### config.mk
export PLATFORM = sky130hd
export DESIGN_NAME = irq_router
export DESIGN_NICKNAME = d
export VERILOG_FILES = /design/src/rtl/irq_router.sv
export SDC_FILE = /design/constraint.sdc
export NUM_CORES = 2
export LEC_CHECK = 0
export ABC_AREA = 1
export CELL_PAD_IN_SITES_DETAIL_PLACEMENT = 1
export CELL_PAD_IN_SITES_GLOBAL_PLACEMENT = 1
export CORE_MARGIN = 2
export CORE_UTILIZATION = 44
export DETAILED_ROUTE_END_ITERATION = 10
export PLACE_DENSITY_LB_ADDON = 0.1
export SLEW_MARGIN = 30
export SYNTH_ARGS = -nofsm -noshare
export SYNTH_HDL_FRONTEND = slang
export SYNTH_SLANG_ARGS = --single-unit
### constraint.sdc
create_clock -name clk -period 38.5 [get_ports clk]
set_clock_uncertainty 0.05 [all_clocks]
set_input_delay 3.85 -clock clk [delete_from_list [all_inputs] [get_ports clk]]
set_output_delay 3.85 -clock clk [all_outputs]
set_load 0.02 [all_outputs]
### src/rtl/irq_router.sv
module irq_router #(
  parameter int NSRC   = 32,
  parameter int NCTX   = 2,
  parameter int PRIO_W = 3
) (
  input  logic              clk,
  input  logic              rst,
  input  logic [NSRC-1:0]   src_irq,
  input  logic              req_valid,
  output logic              req_ready,
  input  logic              req_write,
  input  logic [1:0]        req_size,
  input  logic [23:0]       req_addr,
  input  logic [63:0]       req_wdata,
  output logic              rsp_valid,
  output logic              rsp_err,
  output logic [63:0]       rsp_rdata,
  output logic [NCTX-1:0]   irq
);
  localparam int IDW    = $clog2(NSRC);
  localparam int NWORDS = (NSRC + 31) / 32;

  typedef logic [NSRC-1:0] vec_t;
  typedef logic [NSRC-1:0][PRIO_W-1:0] pvec_t;

  vec_t en_q [NCTX], pend_q [NCTX], clm_q [NCTX];
  vec_t en_d [NCTX], pend_d [NCTX], clm_d [NCTX];
  pvec_t lp_q [NCTX], lp_d [NCTX];
  pvec_t prio_q, prio_d;
  logic [PRIO_W-1:0] thr_q [NCTX], thr_d [NCTX];
  vec_t lvl_q;

  logic        busy_q, hi_w_q;
  logic [21:0] hi_wa_q;
  logic [31:0] hi_d_q, lo_q;
  logic [IDW-1:0] best [NCTX];

  logic acc, bad_req, op_v, op_w;
  logic [21:0] op_a;
  logic [31:0] op_d;
  assign req_ready = ~busy_q;
  assign acc       = req_valid & req_ready;
  assign bad_req   = ~req_size[1] | (req_addr[1:0] != 2'b00);
  assign op_v      = busy_q | (acc & ~bad_req);
  assign op_w      = busy_q ? hi_w_q  : req_write;
  assign op_a      = busy_q ? hi_wa_q : req_addr[23:2];
  assign op_d      = busy_q ? hi_d_q  : req_wdata[31:0];

  logic r_prio, r_pend, r_en;
  logic [9:0]  lo_idx;
  logic [21:0] eo;
  logic [16:0] en_c;
  logic [4:0]  en_w;
  logic [11:0] cx;
  assign r_prio = op_a < 22'h400;
  assign r_pend = (op_a >= 22'h400) && (op_a < 22'h800);
  assign r_en   = (op_a >= 22'h800) && (op_a < 22'h80000);
  assign lo_idx = op_a[9:0];
  assign eo     = op_a - 22'h800;
  assign en_c   = eo[21:5];
  assign en_w   = eo[4:0];
  assign cx     = op_a[21:10] - 12'h200;

  function automatic logic [31:0] word_of(input vec_t v, input int w);
    logic [NWORDS*32-1:0] p;
    p = '0;
    p[NSRC-1:0] = v;
    return p[w*32 +: 32];
  endfunction

  for (genvar c = 0; c < NCTX; c++) begin : arb
    logic [IDW-1:0]    id;
    logic [PRIO_W-1:0] bp;
    always_comb begin
      id = '0;
      bp = '0;
      for (int s = 1; s < NSRC; s++)
        if (pend_q[c][s] && !clm_q[c][s] && lp_q[c][s] > bp) begin
          bp = lp_q[c][s];
          id = IDW'(s);
        end
      if (bp <= thr_q[c]) id = '0;
    end
    assign best[c] = id;
    assign irq[c]  = |id;

    assert_pend_enabled_R5: assert property (@(posedge clk) disable iff (rst)
      (pend_q[c] & ~en_q[c]) == '0);
    assert_claim_pending_R8: assert property (@(posedge clk) disable iff (rst)
      (clm_q[c] & ~pend_q[c]) == '0);
    assert_irq_has_source_R7: assert property (@(posedge clk) disable iff (rst)
      irq[c] |-> |(pend_q[c] & ~clm_q[c]));
  end

  logic [31:0] rd;
  logic werr, hit, found, nb;
  vec_t pend_or;

  always_comb begin
    en_d = en_q; pend_d = pend_q; clm_d = clm_q; lp_d = lp_q;
    prio_d = prio_q; thr_d = thr_q;
    rd = '0; werr = 1'b0; hit = 1'b0; found = 1'b0; nb = 1'b0;
    pend_or = '0;
    for (int c = 0; c < NCTX; c++) pend_or = pend_or | pend_q[c];
    if (op_v) begin
      if (r_prio) begin
        if (!op_w) begin
          for (int s = 1; s < NSRC; s++)
            if (int'(lo_idx) == s) rd = 32'(prio_q[s]);
        end else if (int'(lo_idx) >= NSRC) begin
          werr = 1'b1;
        end else begin
          for (int s = 1; s < NSRC; s++)
            if (int'(lo_idx) == s) prio_d[s] = op_d[PRIO_W-1:0];
        end
      end else if (r_pend) begin
        if (op_w) werr = 1'b1;
        else
          for (int w = 0; w < NWORDS; w++)
            if (int'(lo_idx) == w) rd = word_of(pend_or, w);
      end else if (r_en) begin
        for (int c = 0; c < NCTX; c++)
          for (int w = 0; w < NWORDS; w++)
            if (int'(en_c) == c && int'(en_w) == w) begin
              hit = 1'b1;
              if (!op_w) rd = word_of(en_q[c], w);
              else
                for (int s = 1; s < NSRC; s++)
                  if (s / 32 == w) begin
                    nb = op_d[s % 32];
                    en_d[c][s] = nb;
                    if (nb && !en_q[c][s] && lvl_q[s]) begin
                      pend_d[c][s] = 1'b1;
                      lp_d[c][s]   = prio_q[s];
                    end else if (!nb && en_q[c][s]) begin
                      pend_d[c][s] = 1'b0;
                      clm_d[c][s]  = 1'b0;
                      lp_d[c][s]   = '0;
                    end
                  end
            end
        werr = op_w & ~hit;
      end else begin
        for (int c = 0; c < NCTX; c++)
          if (int'(cx) == c) begin
            if (lo_idx == 10'd0) begin
              hit = 1'b1;
              if (op_w) thr_d[c] = op_d[PRIO_W-1:0];
              else rd = 32'(thr_q[c]);
            end else if (lo_idx == 10'd1) begin
              hit = 1'b1;
              if (!op_w) begin
                rd = 32'(best[c]);
                for (int s = 1; s < NSRC; s++)
                  if (best[c] == IDW'(s)) clm_d[c][s] = 1'b1;
              end else begin
                for (int s = 1; s < NSRC; s++)
                  if (op_d == 32'(s) && en_q[c][s]) clm_d[c][s] = 1'b0;
              end
            end
          end
        werr = op_w & ~hit;
      end
    end
    for (int s = 1; s < NSRC; s++) begin
      found = 1'b0;
      if (src_irq[s] != lvl_q[s])
        for (int c = 0; c < NCTX; c++)
          if (!found && en_d[c][s]) begin
            found = 1'b1;
            if (src_irq[s]) begin
              pend_d[c][s] = 1'b1;
              lp_d[c][s]   = prio_d[s];
            end else begin
              pend_d[c][s] = 1'b0;
              clm_d[c][s]  = 1'b0;
              lp_d[c][s]   = '0;
            end
          end
    end
  end

  always_ff @(posedge clk) begin
    if (rst) begin
      en_q <= '{default: '0}; pend_q <= '{default: '0};
      clm_q <= '{default: '0}; lp_q <= '{default: '0};
      thr_q <= '{default: '0}; prio_q <= '0; lvl_q <= '0;
    end else begin
      en_q <= en_d; pend_q <= pend_d; clm_q <= clm_d; lp_q <= lp_d;
      thr_q <= thr_d; prio_q <= prio_d;
      lvl_q <= src_irq & ~vec_t'(1);
    end
  end

  always_ff @(posedge clk) begin
    if (rst) begin
      busy_q <= 1'b0; hi_w_q <= 1'b0; hi_wa_q <= '0; hi_d_q <= '0; lo_q <= '0;
      rsp_valid <= 1'b0; rsp_err <= 1'b0; rsp_rdata <= '0;
    end else begin
      rsp_valid <= 1'b0; rsp_err <= 1'b0; rsp_rdata <= '0;
      if (busy_q) begin
        busy_q    <= 1'b0;
        rsp_valid <= 1'b1;
        rsp_err   <= werr;
        rsp_rdata <= {rd, lo_q};
      end else if (acc) begin
        if (bad_req) begin
          rsp_valid <= 1'b1;
          rsp_err   <= 1'b1;
        end else if (req_size[0] && !werr) begin
          busy_q  <= 1'b1;
          lo_q    <= rd;
          hi_wa_q <= req_addr[23:2] + 22'd1;
          hi_w_q  <= req_write;
          hi_d_q  <= req_wdata[63:32];
        end else begin
          rsp_valid <= 1'b1;
          rsp_err   <= werr;
          rsp_rdata <= {32'b0, rd};
        end
      end
    end
  end

  assert_word_latency_R12: assert property (@(posedge clk) disable iff (rst)
    (acc && (bad_req || !req_size[0])) |=> rsp_valid);
  assert_bad_request_R10: assert property (@(posedge clk) disable iff (rst)
    (acc && bad_req) |=> (rsp_valid && rsp_err && rsp_rdata == '0));
  assert_dword_stall_R10: assert property (@(posedge clk) disable iff (rst)
    (acc && !bad_req && req_size == 2'b11 && !req_write) |=> (!req_ready && !rsp_valid));
endmodule

==> summary.txt <==
Die
  – Core ar.: 95200 um2
  – Die Wd: 314 um
  – Die H: 314 um
  – FP Rows: 113
  – Die area: 98700 um2
  – Starting Density: 44.5%
  – I/O pins: 195

Placement
  – Gpl congestion: 1.02
  – Dpl hpwl: 146000 um
  – I/O Buffers: 193
  – Placed Cells: 7885
  – Pre-CTS WS: -1.07 ns
  – Dpl cell area: 45400 um2

Hold path
  – Hold/Removal Path Class: reg2reg
  – Worst Hold Depth: 2

Layout
  – Most common cell after layout, fill and taps aside: nand2_1
  – Register area: 13100 um2
  – Most frequent cells in the layout: 1168 x nand2_1, 908 x inv_1, 833 x o21ai_0, 694 x nor2_1, 654 x dfxtp_1
  – Share of cells above drive strength 1: 8.71%
  – Finished Cell Area: 48500 um2
  – Final Util: 51.0%
  – Fin nets: 6957
  – Synth-to-Final Area Change: 14.7%
  – Multi-input gate area: 25200 um2
  – Filler Cells Inserted: 12800
  – Fin cells: 8056

Routing
  – DRT antenna net count: 0
  – Vias: 47900
  – DRC viols: 0
  – Drt wl/cell: 24.5 um
  – Vias per cell: 5.95
  – Final wirelength: 197000 um
  – 1st-iter DRT viols: 4342
  – DRT Pass-1 Iters: 8

Critical path
  – CP Max Fanout: 9
  – R2r worst-path depth: 239
  – Worst Path Arrival: 32.01 ns
  – Startpoint types: flip-flop
  – Worst path slowest cell: o311ai_1
  – CP most frequent cell: nand2_1
  – Crit Path Class: reg2out
  – CP Capture Type: output port
  – Crit path required time: 34.60 ns
  – Critical Path Max Stage Delay: 0.39 ns

Clock tree
  – Number of buffers created by CTS: 79
  – CTS root buf: clkbuf_16
  – Hold buffers post-CTS: 0
  – Clk buf depth: 3
  – Worst-path clk slew: 0.06 ns
  – CTS HTree Levels: 3
  – CTS Sinks: 656
  – Worst-Skew Late Latency: 0.69 ns
  – CTS tree: built

Yosys
  – Netlist cell types: 66
  – Synth Cell Area: 42300 um2
  – Yosys reg bits: 656
  – Syn Inst Count: 6594
  – Post-synthesis sequential area ratio: 31.0%
  – Post-synth EDFFs: 0
  – Top_reg_cell synth: dfxtp_1
  – Post-Syn Nets: 6828
  – Ys Warns: 0
  – Syn avg cell area: 6.42 um2
  – Ys async rst share: 0%

STA
  – Crit path time final: 35.91 ns
  – Slew @ Worst Pin: 1.13 ns
  – Finish-stage setup viols: 0
  – Final Max Tran Viols: 0
  – Final Cycle Share: 93.3%
  – Fmax: 0.0278 GHz
  – Min Hold Slack: 0.403 ns
  – TNS Setup: 0 ns
  – Final WS setup: 2.59 ns
  – Slew margin rel.: 24.5%
  – Final hold vios: 0

Power
  – Gate power share: 6.5%
  – Sw frac: 26.3%
  – Pint: 1.15 mW
  – Reg power frac: 44.2%
  – VDD IR max: 0.0264 mV
  – Pwr/cell area: 32.2 nW/um2
  – Switching power: 0.411 mW
  – Power share of the clock group: 49.3%
  – P_leak: 19.4 nW
  – Power, Total: 1.56 mW

GRT
  – First-pass GRT wire length: 291000 um
  – Largest net degree at the start of global routing: 175
  – GRT Util Overall: 38.7%
  – Remaining global-route overflow: 0
  – Initial antenna violation count: 10
  – Vias in the first global route: 47200

Job
  – # Max-Cap Violations: 0

Outcome
  – Outcome: completed
## cell usage after synthesis (all sizes together) (2+ instances only)
cell type / count / area share (%)
a311oi: 2 / 0.041
o31ai: 7 / 0.12
a31o: 4 / 0.083
o21a: 11 / 0.20
a2111oi: 3 / 0.062
a31oi: 102 / 1.5
clkbuf: 182 / 1.6
nor3: 117 / 1.4
o211ai: 59 / 1.0
mux2i: 19 / 0.45
xnor2: 36 / 0.74
nor3b: 19 / 0.34
buf: 23 / 0.26
ha: 108 / 3.2
a21oi: 474 / 5.6
nand2: 1299 / 13
a221oi: 13 / 0.27
xor2: 14 / 0.29
nand4: 57 / 0.87
a211oi: 39 / 0.69
nor2: 770 / 7.5
a21boi: 6 / 0.11
dlygate4sd3: 15 / 0.35
o221ai: 38 / 0.79
o311ai: 18 / 0.37
a22oi: 25 / 0.44
nand3b: 8 / 0.14
nand3: 335 / 4.4
o21ai: 1005 / 12
inv: 932 / 8.3
or2: 59 / 0.87
dfxtp: 656 / 31
a32oi: 4 / 0.083
a221o: 2 / 0.047
clkinv: 7 / 0.062
o2111ai: 9 / 0.19
a211o: 6 / 0.12
nor4: 11 / 0.16
o21bai: 58 / 1.0
o22ai: 35 / 0.52
## cell type report
class / count / area share [%]
clock inverters: 27 / 0.580
well taps: 1265 / 3.26
multi-input cells: 4778 / 51.8
diodes: 4 / 0.0206
clock buffers: 118 / 4.73
flip-flops and latches: 656 / 27.1
repair buffers: 269 / 5.22
inverters: 939 / 7.28
## per-layer routing
| metal | global-route usage (%) | vias up | wire length (um) |
|---|---|---|---|
| met3 | 6.32 | 507 | 15200 |
| met2 | 62.1 | 1802 | 87700 |
| li1 | - | 22300 | - |
| met4 | 24.5 | 10 | 14300 |
| met1 | 48.2 | 23300 | 79900 |
| met5 | 0 | - | 64 |
## path summary, 6_finish.rpt
path,startpoint,end,slack (ns)
min,lo_q[17],rsp_rdata[17],0.40
max reg2reg,clm_q[1],clm_q[21],6.14
min reg2reg,lo_q[17],rsp_rdata[17],0.40
max,lp_q[100],irq[0],2.59
## critical path, delay by kind of cell, from the launching register on
| family | cells | cell delay, ns |
|---|---|---|
| AND/OR/NAND/NOR | 102 | 12.48 |
| AO/OA/AOI/OAI | 71 | 8.37 |
| flip-flops | 1 | 0.33 |
| buffers and inverters | 10 | 1.16 |
| adder cells (fa/ha/maj) | 31 | 8.86 |
## registers in the layout (all words and copies together), names as in the netlist, 6 cells and up
signal,count
hi_d_q,32
lo_q,32
prio_q,93
pend_q,62
en_q,62
rsp_rdata,64
hi_wa_q,22
clm_q,62
lp_q,186
lvl_q,31
thr_q,6
## repair_timing
action	in CTS	in global routing
setup buffers	5	17
resized for setup	31	121
pin swaps	1	22
endpoints found under the setup margin	2	2
## power groups by stage
stage          combinational (mW)  clock [mW]  sequential (mW)
6_report                    0.101       0.769            0.691
3_3_place_gp               0.0959           0            0.705
2_1_floorplan              0.0518           0            0.704
3_5_place_dp               0.0978           0            0.705
4_1_cts                    0.0986       0.773            0.690
5_1_grt                     0.108       0.798            0.691
## cell families after synthesis
kind of cell | Yosys count | synth area share (%)
XOR/XNOR | 50 | 1.03
adder cells (fa/ha/maj) | 108 | 3.19
AO/OA/AOI/OAI | 1923 | 25.3
flip-flops | 656 | 31.0
AND/OR/NAND/NOR | 2678 | 28.4
buffers and inverters | 1160 | 10.6
multiplexers | 19 | 0.449
(Power assumes the default switching activity.)
